===== src/rtl/cfgprot_pkg.sv =====
package cfgprot_pkg;
  localparam int CP_DATA_W = 16;
  localparam logic [CP_DATA_W-1:0] CP_KEY_FIRST  = 16'h5341;
  localparam logic [CP_DATA_W-1:0] CP_KEY_SECOND = 16'h535A;
  localparam int CP_WREN_BIT = 15;
  localparam int CP_KEY2_BIT = 1;
  localparam int CP_KEY1_BIT = 0;

  typedef enum logic [1:0] {
    UL_LOCKED = 2'd0,
    UL_KEY1   = 2'd1,
    UL_OPEN   = 2'd2
  } unlock_st_t;
endpackage


===== src/rtl/cfgprot_unlock_fsm.sv =====
module cfgprot_unlock_fsm
  import cfgprot_pkg::*;
(
  input  logic                 clk,
  input  logic                 rst_n,
  input  logic                 wr_en,
  input  logic                 ctrl_sel,
  input  logic [CP_DATA_W-1:0] wdata,
  output logic [CP_DATA_W-1:0] ctrl_word
);
  unlock_st_t st_q;
  logic       wren_q;
  logic       key1_hit, key2_hit;

  assign key1_hit = ctrl_sel && (wdata == CP_KEY_FIRST);
  assign key2_hit = ctrl_sel && (wdata == CP_KEY_SECOND);

  always_ff @(posedge clk or negedge rst_n) begin
    if (!rst_n) begin
      st_q   <= UL_LOCKED;
      wren_q <= 1'b1;
    end else if (wr_en) begin
      unique case (st_q)
        UL_LOCKED: if (key1_hit) st_q <= UL_KEY1;
        UL_KEY1:   st_q <= key2_hit ? UL_OPEN : UL_LOCKED;
        UL_OPEN: begin
          st_q <= UL_LOCKED;
          if (ctrl_sel) wren_q <= wdata[CP_WREN_BIT];
        end
        default:   st_q <= UL_LOCKED;
      endcase
    end
  end

  always_comb begin
    ctrl_word = '0;
    ctrl_word[CP_WREN_BIT] = wren_q;
    ctrl_word[CP_KEY2_BIT] = (st_q == UL_OPEN);
    ctrl_word[CP_KEY1_BIT] = (st_q != UL_LOCKED);
  end

  AST_WREN_ONLY_WHEN_OPEN: assert property (@(posedge clk) disable iff (!rst_n)
    !$stable(wren_q) |-> $past(st_q == UL_OPEN && wr_en && ctrl_sel));
  AST_KEY1_ABORT: assert property (@(posedge clk) disable iff (!rst_n)
    (st_q == UL_KEY1 && wr_en && !key2_hit) |=> (st_q == UL_LOCKED));
  AST_OPEN_RELOCKS: assert property (@(posedge clk) disable iff (!rst_n)
    (st_q == UL_OPEN && wr_en) |=> (st_q == UL_LOCKED));
  AST_READ_NO_EFFECT: assert property (@(posedge clk) disable iff (!rst_n)
    !wr_en |=> ($stable(st_q) && $stable(wren_q)));
endmodule


===== src/rtl/cfgprot_write_gate.sv =====
module cfgprot_write_gate #(
  parameter int ADDR_W        = 3,
  parameter int CTRL_ADDR     = 0,
  parameter int IND_CTRL_ADDR = 6,
  parameter int IND_DATA_ADDR = 7
) (
  input  logic              clk,
  input  logic              rst_n,
  input  logic              wr_en,
  input  logic [ADDR_W-1:0] addr,
  input  logic              wren,
  output logic              ctrl_sel,
  output logic              bank_we,
  output logic              write_blocked
);
  localparam logic [ADDR_W-1:0] CTRL_A = ADDR_W'(CTRL_ADDR);
  localparam logic [ADDR_W-1:0] IND_C  = ADDR_W'(IND_CTRL_ADDR);
  localparam logic [ADDR_W-1:0] IND_D  = ADDR_W'(IND_DATA_ADDR);

  logic exempt, blocked_now, blocked_q;

  assign ctrl_sel    = (addr == CTRL_A);
  assign exempt      = (addr == IND_C) || (addr == IND_D);
  assign blocked_now = wr_en && !ctrl_sel && !exempt && !wren;
  assign bank_we     = wr_en && !ctrl_sel && !blocked_now;

  always_ff @(posedge clk or negedge rst_n) begin
    if (!rst_n) blocked_q <= 1'b0;
    else        blocked_q <= blocked_now;
  end
  assign write_blocked = blocked_q;

  AST_BLOCK_NEEDS_PROTECT: assert property (@(posedge clk) disable iff (!rst_n)
    write_blocked |-> $past(wr_en && !wren));
endmodule


===== src/rtl/cfgprot_regbank.sv =====
module cfgprot_regbank
  import cfgprot_pkg::*;
#(
  parameter int ADDR_W    = 3,
  parameter int CTRL_ADDR = 0
) (
  input  logic                 clk,
  input  logic                 rst_n,
  input  logic                 we,
  input  logic [ADDR_W-1:0]    addr,
  input  logic [CP_DATA_W-1:0] wdata,
  input  logic                 rd_en,
  input  logic [CP_DATA_W-1:0] ctrl_word,
  output logic [CP_DATA_W-1:0] rdata
);
  localparam int NREG = 1 << ADDR_W;

  logic [NREG-1:0][CP_DATA_W-1:0] regs_q;
  logic [CP_DATA_W-1:0]           rdata_q;

  for (genvar i = 0; i < NREG; i++) begin : g_reg
    if (i == CTRL_ADDR) begin : g_ctrl_slot
      assign regs_q[i] = '0;
    end else begin : g_store
      always_ff @(posedge clk or negedge rst_n) begin
        if (!rst_n)                            regs_q[i] <= '0;
        else if (we && addr == ADDR_W'(i))     regs_q[i] <= wdata;
      end
    end
  end

  always_ff @(posedge clk or negedge rst_n) begin
    if (!rst_n) rdata_q <= '0;
    else if (rd_en) rdata_q <= (addr == ADDR_W'(CTRL_ADDR)) ? ctrl_word : regs_q[addr];
  end
  assign rdata = rdata_q;

  AST_BLOCKED_HOLDS: assert property (@(posedge clk) disable iff (!rst_n)
    !we |=> $stable(regs_q));
endmodule


===== src/rtl/cfg_write_guard.sv =====
module cfg_write_guard
  import cfgprot_pkg::*;
#(
  parameter int ADDR_W        = 3,
  parameter int CTRL_ADDR     = 0,
  parameter int IND_CTRL_ADDR = 6,
  parameter int IND_DATA_ADDR = 7
) (
  input  logic                 clk,
  input  logic                 rst_n,
  input  logic [ADDR_W-1:0]    bus_addr,
  input  logic [CP_DATA_W-1:0] bus_wdata,
  input  logic                 bus_wr,
  input  logic                 bus_rd,
  output logic [CP_DATA_W-1:0] bus_rdata,
  output logic                 write_blocked
);
  logic                 ctrl_sel, bank_we;
  logic [CP_DATA_W-1:0] ctrl_word;

  cfgprot_write_gate #(
    .ADDR_W(ADDR_W), .CTRL_ADDR(CTRL_ADDR),
    .IND_CTRL_ADDR(IND_CTRL_ADDR), .IND_DATA_ADDR(IND_DATA_ADDR)
  ) gate_i (
    .clk(clk), .rst_n(rst_n), .wr_en(bus_wr), .addr(bus_addr),
    .wren(ctrl_word[CP_WREN_BIT]), .ctrl_sel(ctrl_sel),
    .bank_we(bank_we), .write_blocked(write_blocked)
  );

  cfgprot_unlock_fsm fsm_i (
    .clk(clk), .rst_n(rst_n), .wr_en(bus_wr), .ctrl_sel(ctrl_sel),
    .wdata(bus_wdata), .ctrl_word(ctrl_word)
  );

  cfgprot_regbank #(.ADDR_W(ADDR_W), .CTRL_ADDR(CTRL_ADDR)) bank_i (
    .clk(clk), .rst_n(rst_n), .we(bank_we), .addr(bus_addr),
    .wdata(bus_wdata), .rd_en(bus_rd), .ctrl_word(ctrl_word), .rdata(bus_rdata)
  );

  AST_EXEMPT_ALWAYS_LANDS: assert property (@(posedge clk) disable iff (!rst_n)
    (bus_wr && (bus_addr == ADDR_W'(IND_CTRL_ADDR) || bus_addr == ADDR_W'(IND_DATA_ADDR)))
      |=> !write_blocked);
endmodule


===== config.mk =====
export PLATFORM = sky130hd
export DESIGN_NAME = cfg_write_guard
export DESIGN_NICKNAME = d
export VERILOG_FILES = /design/src/rtl/cfgprot_pkg.sv /design/src/rtl/cfgprot_unlock_fsm.sv /design/src/rtl/cfgprot_write_gate.sv /design/src/rtl/cfgprot_regbank.sv /design/src/rtl/cfg_write_guard.sv
export SDC_FILE = /design/constraint.sdc
export NUM_CORES = 1
export LEC_CHECK = 0
export BUFFER_PORTS_ARGS = -buffer_cell sky130_fd_sc_hd__buf_4
export CAP_MARGIN = 20
export CORE_MARGIN = 3
export CORE_UTILIZATION = 49
export DETAILED_ROUTE_END_ITERATION = 16
export PLACE_DENSITY = 0.75
export SYNTH_ARGS = -nofsm -noshare
export SYNTH_HDL_FRONTEND = slang
export SYNTH_SLANG_ARGS = --single-unit

===== constraint.sdc =====
create_clock -name clk -period 2 [get_ports clk]
set_input_delay 0.1 -clock clk [delete_from_list [all_inputs] [get_ports clk]]
set_output_delay 0.1 -clock clk [all_outputs]
set_load 0.02 [all_outputs]

==> results.md <==
- R2r startpoint: fsm_i.wren_q
- Root Driver: clkbuf_16
- Worst setup EP type: register
- Slowest CP cell: dfstp_2
- Routed wire per std cell: 20.7 um
- HP Class: input port to register
- Overall routed net length: 12900 um
- Post-route ant nets: 0
- Clock transition at path regs: 0.06 ns
- CTS max path bufs: 2
- Fin worst setup slack: 0.277 ns
- Rows: 39
- CP Max Fanout: 10
- Post-place setup slack: 0.212 ns
- Rel. slew slack: 0.550
- Die Ht: 117 um
- Post-CTS Setup Bufs: 0
- Vias in the first global route: 3901
- RSZ-0062 raised after global routing: no
- CTS tree: yes
- Post-Syn Area: 6010 um^2
- Congestion Overflow GR: 0
- Flops & latches, synth: 132
- Num ports: 40
- CP Cell Sequence: nand3_1 > nor3_4 > buf_4 > mux2_2
- Max frequency: 0.580 GHz
- Post-synth net total: 425
- H-tree levels: 4
- Ratio of cells with drive above 1 in the final layout: 0.522
- R2R setup slack: 0.28 ns
- Vias: 3651
- Post-DP HPWL: 8100 um
- Placeable Area: 11700 um^2
- Maxcap violations: 0
- Final #Nets: 492
- CP Buf/Inv Count: 1
- Total CTS buffers: 17
- Seq/Total Area, Yosys: 0.550
- Crit Path Class: register to register
- Syn Area/Cell: 14.9 um^2
- Worst hold endpoint: bank_i.regs_q[115]
- Least-Margin Pin Slew: 0.676 ns
- Die area: 13600 um^2
- Area Growth Syn to Fin: 21.2%
- Pre-antenna DRT Iters: 4
- GPL Wtd Cong: 0.754
- Hold_sp: bus_wdata[3]
- Largest delay contributor family on the critical path: flip-flops
- Synth Warn #: 0
- Most frequent cells in the layout: 134 x mux2_2, 131 x dfrtp_1, 57 x buf_4
- Initial antenna violation count: 0
- CP Launch Type: register
- CP max stage delay: 0.60 ns
- Final period util: 0.861
- Most common cell after layout, fill and taps aside: mux2_2
- Clk_skew: 0.00980 ns
- Worst reg2reg path depth: 4
- Clock sink count: 132
- Netlist cell types: 40
- # DRC: 0
- Reg2reg end: bank_i.regs_q[67]
- Initial DRC Count: 257
- Total GRT Usage: 0.208
- Fin crit period: 1.72 ns
- Largest net degree at the start of global routing: 51
- # diodes: 0
- Initial Utilization: 0.513
- Fin. max-slew vios: 0
- Drt via density: 5.85
- Gate Count Post-Synth: 402
- I/O Buffers: 39
- Required time of the critical path: 2.31 ns
- Die width: 117 um
- Hold Crit Depth: 2
- Final setup violation count: 0
- Final Hold Vio Count: 0
- Maximum vdd drop: 0.765 mV
- Leakage: 3.42 nW
- Setup TNS: 0 ns
- Arr. time, crit path: 2.03 ns
- PwrDens: 1010 nW/um^2
- Status: completed
- First-pass GRT wire length: 20900 um
- Clk Latency, worst-skew pair: 0.42 ns
## stage by stage
step                      total power (W)  utilization  cells  cell area (um^2)  hold slack [ns]
after floorplan                   0.00353            -    402              6010           -0.196
after detailed placement          0.00383        0.551    577              6450            0.176
after global placement            0.00379        0.551    577              6450            0.168
after global routing              0.00760        0.622    624              7280         0.000631
after CTS                         0.00737        0.622    624              7280          0.00283
final                             0.00732        0.622    624              7280           0.0162
## layer usage
layer  share of wire  routed length [um]  track usage
met5               0                   0            0
met4          0.0098                 127       0.0528
met3           0.037                 480       0.0554
met2            0.50                6490        0.342
met1            0.45                5830        0.276
## cell families (layout without fill, tap and decap cells)
kind of cell | after synthesis | in the layout | share of synthesized area
AO/OA/AOI/OAI | 38 | 38 | 0.0408
buffers and inverters | 29 | 108 | 0.0323
flip-flops | 132 | 132 | 0.550
multiplexers | 160 | 160 | 0.331
AND/OR/NAND/NOR | 43 | 43 | 0.0456
## worst max path at each step
stage	end	from	slack, ns	cells after the start
2_1_floorplan	bank_i.regs_q[69]	fsm_i.wren_q	0.36	4
3_3_place_gp	bank_i.regs_q[100]	bus_addr[0]	0.25	5
3_5_place_dp	bank_i.regs_q[53]	bus_addr[0]	0.21	4
4_1_cts	bank_i.regs_q[87]	fsm_i.wren_q	0.29	4
5_1_grt	bank_i.regs_q[87]	fsm_i.wren_q	0.21	4
6_report	bank_i.regs_q[67]	fsm_i.wren_q	0.28	4
## Yosys cell counts
| library cell | number | area (um^2) |
|---|---|---|
| a22oi_1 | 13 | 97.6 |
| clkbuf_1 | 1 | 3.75 |
| nand3_1 | 4 | 20.0 |
| nor2_4 | 1 | 11.3 |
| mux2_1 | 7 | 78.8 |
| buf_6 | 6 | 67.6 |
| nand3_4 | 1 | 17.5 |
| inv_1 | 3 | 11.3 |
| nor2b_4 | 1 | 13.8 |
| nor2b_1 | 1 | 6.26 |
| nor3_1 | 3 | 15.0 |
| buf_4 | 8 | 60.1 |
| nand4b_1 | 1 | 8.76 |
| a21boi_0 | 1 | 7.51 |
| nor4_2 | 1 | 12.5 |
| mux2i_1 | 2 | 20.0 |
| or2_2 | 1 | 6.26 |
| buf_1 | 3 | 11.3 |
| a221oi_1 | 1 | 8.76 |
| nand3b_4 | 1 | 20.0 |
| nand4_2 | 1 | 12.5 |
| a2111oi_0 | 1 | 8.76 |
| o31a_1 | 1 | 8.76 |
| nor4bb_1 | 1 | 10.0 |
| o31ai_1 | 1 | 7.51 |
| nand4_1 | 1 | 6.26 |
| nand2b_1 | 1 | 6.26 |
| dfrtp_1 | 131 | 3280 |
| nor2_1 | 5 | 18.8 |
| buf_2 | 8 | 40.0 |
| o22a_1 | 1 | 8.76 |
| dfstp_2 | 1 | 26.3 |
| mux4_2 | 17 | 383 |
| mux2_2 | 134 | 1510 |
| o22ai_1 | 2 | 12.5 |
| o21ai_1 | 13 | 65.1 |
| a21oi_1 | 4 | 20.0 |
| nor3_4 | 1 | 16.3 |
| nand2_1 | 16 | 60.1 |
| nor2_2 | 2 | 12.5 |
## what timing repair did
| item | 4_1_cts | 5_1_grt |
|---|---|---|
| hold buffers | 16 | 0 |
| endpoints found under the hold margin | 143 | 0 |
| resized for setup | 0 | 0 |
| endpoints found under the setup margin | 0 | 0 |
## sequential cells by signal, indices dropped and copies added, names as in the netlist
| signal | flops |
|---|---|
| gate_i.write_blocked | 1 |
| bank_i.rdata | 16 |
| fsm_i.wren_q | 1 |
| fsm_i.st_q | 2 |
| bank_i.regs_q | 112 |
## where the power goes
part           switching, W  internal, W
sequential         0.000121      0.00292
clock               0.00116      0.00236
combinational      0.000353     0.000413
## final cells by class
| cell class | count | area, um^2 |
|---|---|---|
| fillers | 887 | 4430 |
| flip-flops and latches | 132 | 3300 |
| multi-input cells | 241 | 2510 |
| well taps | 143 | 179 |
| inverters | 3 | 11.3 |
| repair buffers | 74 | 608 |
| clock buffers | 18 | 439 |
| clock inverters | 13 | 231 |
Note: power is estimated with default switching activity, not from simulation.
